**src/rtl/serial_eeprom_slave.sv**
```systemverilog
module serial_eeprom_slave #(
  parameter int AW      = 8,
  parameter int DW      = 16,
  parameter int WR_CLKS = 200
) (
  input  logic clk,
  input  logic rst_n,
  input  logic cs,
  input  logic sk,
  input  logic di,
  output logic do_o,
  output logic do_oe
);
  localparam int OPW = 2;
  localparam int CW  = OPW + AW;
  localparam int NW  = 1 << AW;
  localparam int BCW = $clog2(((CW > DW) ? CW : DW) + 1);
  localparam int TW  = $clog2(WR_CLKS + 1);

  typedef enum logic [2:0] {S_IDLE, S_WAIT, S_CMD, S_WDAT, S_RD, S_HOLD, S_STAT} st_t;

  st_t            st;
  logic           cs_d, sk_d, do_r, wen, pend;
  logic [CW-1:0]  cmd_sr;
  logic [BCW-1:0] bcnt;
  logic [AW-1:0]  addr_q;
  logic [DW-1:0]  wdat, rd_sr;
  logic [TW-1:0]  cnt;
  logic [DW-1:0]  mem [NW];

  wire sk_rise = cs & sk & ~sk_d;
  wire cs_rise = cs & ~cs_d;
  wire cs_fall = ~cs & cs_d;
  wire we      = cs_fall & pend & wen;
  wire busy    = (cnt != '0);

  wire [CW-1:0]  cmd_nx = {cmd_sr[CW-2:0], di};
  wire [OPW-1:0] opc    = cmd_nx[CW-1 -: OPW];
  wire [AW-1:0]  adr    = cmd_nx[AW-1:0];

  assign do_oe = cs & ((st == S_RD) | (st == S_STAT));
  assign do_o  = (st == S_STAT) ? ~busy : do_r;

  always_ff @(posedge clk or negedge rst_n)
    if (!rst_n) begin
      cs_d <= 1'b0;
      sk_d <= 1'b0;
    end else begin
      cs_d <= cs;
      sk_d <= sk;
    end

  always_ff @(posedge clk or negedge rst_n)
    if (!rst_n)    cnt <= '0;
    else if (we)   cnt <= TW'(WR_CLKS);
    else if (busy) cnt <= cnt - 1'b1;

  always_ff @(posedge clk)
    if (we) mem[addr_q] <= wdat;

  always_ff @(posedge clk or negedge rst_n) begin
    if (!rst_n) begin
      st     <= S_IDLE;
      cmd_sr <= '0;
      bcnt   <= '0;
      addr_q <= '0;
      wdat   <= '0;
      rd_sr  <= '0;
      do_r   <= 1'b0;
      wen    <= 1'b0;
      pend   <= 1'b0;
    end else if (cs_fall) begin
      st   <= S_IDLE;
      pend <= 1'b0;
    end else if (cs_rise) begin
      st   <= busy ? S_STAT : S_WAIT;
      bcnt <= '0;
      pend <= 1'b0;
    end else if (sk_rise) begin
      case (st)
        S_WAIT:
          if (di) begin
            st     <= S_CMD;
            bcnt   <= '0;
            cmd_sr <= '0;
          end
        S_CMD: begin
          cmd_sr <= cmd_nx;
          if (bcnt == BCW'(CW - 1)) begin
            addr_q <= adr;
            bcnt   <= '0;
            case (opc)
              2'b10: begin
                rd_sr <= mem[adr];
                do_r  <= 1'b0;
                st    <= S_RD;
              end
              2'b01: st <= S_WDAT;
              2'b11: begin
                wdat <= '1;
                pend <= 1'b1;
                st   <= S_HOLD;
              end
              default: begin
                if (adr[AW-1 -: 2] == 2'b11) wen <= 1'b1;
                if (adr[AW-1 -: 2] == 2'b00) wen <= 1'b0;
                st <= S_HOLD;
              end
            endcase
          end else begin
            bcnt <= bcnt + 1'b1;
          end
        end
        S_WDAT: begin
          wdat <= {wdat[DW-2:0], di};
          if (bcnt == BCW'(DW - 1)) begin
            pend <= 1'b1;
            st   <= S_HOLD;
          end else begin
            bcnt <= bcnt + 1'b1;
          end
        end
        S_RD:
          if (bcnt == BCW'(DW)) begin
            st <= S_HOLD;
          end else begin
            do_r  <= rd_sr[DW-1];
            rd_sr <= {rd_sr[DW-2:0], 1'b0};
            bcnt  <= bcnt + 1'b1;
          end
        default: ;
      endcase
    end
  end
endmodule

```
**config.mk**
```make
export PLATFORM = sky130hd
export DESIGN_NAME = serial_eeprom_slave
export DESIGN_NICKNAME = d
export VERILOG_FILES = /design/src/rtl/serial_eeprom_slave.sv
export SDC_FILE = /design/constraint.sdc
export NUM_CORES = 2
export LEC_CHECK = 0
export CAP_MARGIN = 40
export CORE_MARGIN = 4
export CORE_UTILIZATION = 56
export CTS_CLUSTER_SIZE = 20
export DETAILED_ROUTE_END_ITERATION = 16
export HOLD_SLACK_MARGIN = 0.12
export PLACE_DENSITY = 0.77
export SYNTH_ARGS = -nofsm -noshare
export SYNTH_HDL_FRONTEND = slang
export SYNTH_SLANG_ARGS = --single-unit
```
**constraint.sdc**
```tcl
create_clock -name clk -period 4 [get_ports clk]
set_input_delay 0.8 -clock clk [delete_from_list [all_inputs] [get_ports clk]]
set_output_delay 0.8 -clock clk [all_outputs]
set_load 0.01 [all_outputs]
```
Word level (Yosys, flattened, before mapping)
Memories as Yosys holds them, arrays and structs flattened.
Cells that the tools add are included.

word-level totals
  bits in writable memories = 4096
  logic and storage cells = 120
  input port bits = 5
  memories kept = 1
  flip-flop bits (word level) = 70
  output and inout port bits = 2

operators by class
  add/subtract/negate cells = 2
  equality and inequality tests = 25
  reductions and logical operators = 21
  multiplexer cells = 44
  bitwise operators = 15

memory list
  memory  depth  bits a word  rd ports  clocked after Yosys merged registers in  write ports  RTL line  text
  mem     256    16           1         0                                        1            29        logic [DW-1:0] mem [NW];

operator list
  kind                 number
  $mux 16              5
  $pmux 16 s2          2
  $mux 5               6
  $mux 3               8
  $pmux 5 s4           1
  $pmux 9 s2           1
  $reduce_and 6->1     3
  $mux 8               2
  $reduce_and 5->1     3
  $mux 1               14
  $reduce_and 7->1     2
  $ne 4x4->1 const B   3
  $pmux 3 s4           1
  $reduce_bool 2->1    6
  $eq 5x4->1 const B   2
  $mux 9               1
  $ne 3x3->1 const B   3
  $ne 4x3->1 const B   2
  $reduce_bool 8->1    1
  $sub 8x1->8 const B  1
  $and 1x1->1          7
  $not 1->1            7
  $eq 2x2->1 const B   3
  $eq 3x2->1 const B   2
  16 further kinds     21

Longest topological paths before layout
  word-level depth = 7
  depth in mapped cells = 13
  mapped depth without buffers = 10

Worst setup path before layout
OpenSTA, ideal clock, no wires.

  kind = reg-to-reg
  start point = register wdat[0]
  end point = memory mem[0][0] (data pin)
  cell stages (with the launch flop) = 1
  required time = 3193 ps
  library setup time = 807 ps
  path slack = -4 ps
  clock period less this slack = 4004 ps
  buffers on the path = 0
  data arrival time = 3198 ps
  cell sequence = dfrtp_1

RTL lines
  what                      RTL line  text
  start: declaration        27        logic [DW-1:0] wdat, rd_sr;
  start signal: assignment  115       wdat <= {wdat[DW-2:0], di};
  end: declaration          29

Straight into the memory's write port.

Final worst setup path
  start point = register cmd_sr[3]
  end point = register rd_sr[6]

between the ends
  word-level cells in the longest chain between the ends = 4

RTL lines
  what                      RTL line  text
  start: declaration        24        logic [CW-1:0] cmd_sr;
  start signal: assignment  88        cmd_sr <= cmd_nx;
  $mem_v2 256x16            n/a
  $mux 16                   92        case (opc)
  $mux 16                   89        if (bcnt == BCW'(CW - 1)) begin
  $pmux 16 s2               80        case (st)
  end signal: assignment    94        rd_sr <= mem[adr];
  end signal: assignment    128       rd_sr <= {rd_sr[DW-2:0], 1'b0};
  end: declaration          27

No other way between the ends. The select of a mux whose other input is x is not followed.
A chain may end at the register's enable or synchronous reset.

==> metrics.yaml <==
nFillCells: 17566
num_rows: 196
cp-end-kind: "flip-flop"
clock.fmax_mhz: 241
place_hpwl_um: 238000
synth_area_sq_um: 160000
peakVddDrop_uv: 699
grt_pass1_wl_um: 605000
gp_congestion: 0.906
cp_slowest_cell: "dfrtp_2"
synth_ff_type: "edfxtp_1"
area_growth_syn_to_layout_pct: 13.7
skew_ns: 0.0611
dr_wl_met3_um: 52200
io_pins: 7
final-max-slew-violation-count: 0
maxCapViolCount: 0
post_cts_buffers: 0
routed_wl_um: 420000
synth_warnings: 0
final_util: 0.640
swShare: 0.271
cp.required_ns: 4.78
synthAdderAreaFrac: 0.000624
grt_usage: 0.286
worstSetupStartpointType: "flip-flop"
syn-num-nets: 7207
cp_max_fo: 18
ys_seq_area_frac: 0.778
htreeDepth: 5
cts_buffers: 403
drtIter0Drc: 13391
synth_cells: 7194
hp-class: "primary input to flip-flop"
cts_root_buf: "clkbuf_16"
p_int_mw: 79.9
dpl_cell_area_sq_um: 170000
die_w_um: 543
hold_viol: 0
synth_edf_count: 4096
grt_overflow: 0
synthSimpleGateAreaFrac: 0.0235
synth_compound_area_frac: 0.0221
initial_core_util: 0.562
top_layer: "met5"
finalCritPeriodShare: 1.04
grt_antenna_before_repair: 16
route.met2.wl_um: 201000
avgSynthCellArea_sq_um: 22.3
drc: 0
drtPass1Iterations: 8
num-nets-final: 7874
cts_tree: "done"
status: "finished, violations left"
pwr-share-clk: 0.336
path_cells: "buf_4 -> or3_1 -> nor2_1 -> a221oi_1 -> o21ai_1 -> nor4_1 -> buf_2 -> a2111o_1 -> o211ai_1"
die_area_sq_um: 295000
numPortBuffers: 6
final_antenna_net_count: 0
power_density_nw_per_um2: 601
post_drt_wl_per_cell_um: 35.1
vias: 81898
synthXorXnorAreaFrac: 0.000218
slew_headroom: 0.314
final_common_cell: "edfxtp_1"
switchingPower_mw: 29.6
slowest_delay_ns: 0.74
cp.arrival_ns: 4.94
final_cell_mix: "edfxtp_1, mux4_2, buf_4"
fin_ws_ns: -0.155
drive_gt1_frac: 0.292
finalSetupTns_ns: -0.155
synth_cell_type_count: 74
period_needed_ns: 4.16
tightest_slew_ns: 1.03
p_seq_frac: 0.500
grt_max_degree: 154
async_flop_share: 0.0168
violations: "negative setup slack"
ys_seq_elements: 4166
cts_max_path_buffers: 4
path_class: "flip-flop to flip-flop"
muxShareOfSynthArea: 0.160
die_y_um: 543
synth_top_family_by_area: "multiplexers"
clkSlewWorstSetupHoldPaths_ns: 0.07
leakagePower_nw: 58.3
wl_met1_um: 141000
clock_latency_ns: 0.93
grt_pass1_vias: 83063
p_comb_frac: 0.164
coreArea_sq_um: 285000
finalSetupViolCount: 1
rsz0062_at_grt: "no"
vias_per_cell: 6.85
cts.sinks: 4166
design_area_sq_um: 182000
## synthesized netlist by cell type (57+ instances only)
cell / number / area share
edfxtp_1: 4096 / 0.77
mux4_2: 1081 / 0.15
nor2_1: 341 / 0.0080
nand2_1: 276 / 0.0065
clkbuf_1: 178 / 0.0042
mux2i_1: 114 / 0.0071
o22ai_1: 100 / 0.0039
a21oi_1: 94 / 0.0029
buf_2: 82 / 0.0026
a22oi_1: 75 / 0.0035
nand3_1: 74 / 0.0023
dfrtp_1: 70 / 0.011
buf_4: 66 / 0.0031
buf_6: 57 / 0.0040
## power by group through the flow
stage / clock, mW / sequential [mW] / combinational, mW
2_1_floorplan: 0 / 57.1 / 8.09
3_3_place_gp: 0 / 55.6 / 16.7
3_5_place_dp: 0 / 55.6 / 17.5
4_1_cts: 37.1 / 54.7 / 17.8
5_1_grt: 39.1 / 54.8 / 18.8
6_report: 36.8 / 54.7 / 18.0
## what timing repair did
action,CTS,global route
endpoints found under the hold margin,50,0
gates resized for setup,2,3
hold buffers,1,0
pin swaps,0,1
setup endpoints to repair,2,1
## layout make-up
cell class / count / area [sq um] / share of cell area
Inverter: 13 / 58.8 / 0.000322
Multi-Input combinational cell: 2601 / 33300 / 0.182
Antenna cell: 16 / 40.0 / 0.000219
Timing Repair Buffer: 676 / 6860 / 0.0376
Clock inverter: 241 / 2190 / 0.0120
Tap cell: 3762 / 4710 / 0.0258
Clock buffer: 484 / 10500 / 0.0573
Sequential cell: 4166 / 125000 / 0.684
## final timing paths
check | from | to | slack (ns) | cells after the start
worst min-delay path | sk | sk_d | 0.38 | 1
worst max-delay path | cmd_sr[3] | rd_sr[6] | -0.16 | 9
max in group asynchronous | rst_n | st[1] | 2.60 | 3
worst max register to register | cmd_sr[3] | rd_sr[6] | -0.16 | 9
worst min register to register | rd_sr[2] | rd_sr[2] | 0.50 | 2
min in group asynchronous | rst_n | sk_d | 0.48 | 2
## flip-flops by register name, summed over array words and instances (netlist names)
register  flops
mem        4096
rd_sr        16
wdat         16
cmd_sr        9
addr_q        8
cnt           8
bcnt          5
st            3
cs_d          1
do_r          1
pend          1
sk_d          1
wen           1
## critical path, delay by kind of cell (launching register included)
family / cells / cell delay (ns)
buffers and inverters: 2 / 0.83
AND/OR/NAND/NOR: 3 / 1.56
flip-flops: 1 / 0.74
AO/OA/AOI/OAI: 4 / 0.85
## metal layers
metal,vias up,global-route usage
met5,-,0
met4,6,0.143
met3,1242,0.0707
met2,6320,0.446
met1,42573,0.381
li1,31757,-
## cells by family (layout without fill, tap and decap cells)
group | Yosys count | after routing
AO/OA/AOI/OAI | 517 | 517
XOR/XNOR | 4 | 4
adder cells (fa/ha/maj) | 8 | 8
buffers and inverters | 427 | 1414
flip-flops | 4166 | 4166
multiplexers | 1215 | 1215
other | 0 | 16
AND/OR/NAND/NOR | 857 | 857
## metrics by stage
stage	std cells	worst slack [ns]	power, mW	hold slack, ns
5_1_grt	11944	0.0304	113	0.373
3_5_place_dp	11214	-0.454	73.1	0.483
3_3_place_gp	11201	-0.495	72.3	0.478
6_report	11959	-0.155	110	0.376
2_1_floorplan	7194	0.0135	65.2	0.449
4_1_cts	11940	0.0137	110	0.325
(Power assumes the default switching activity.)
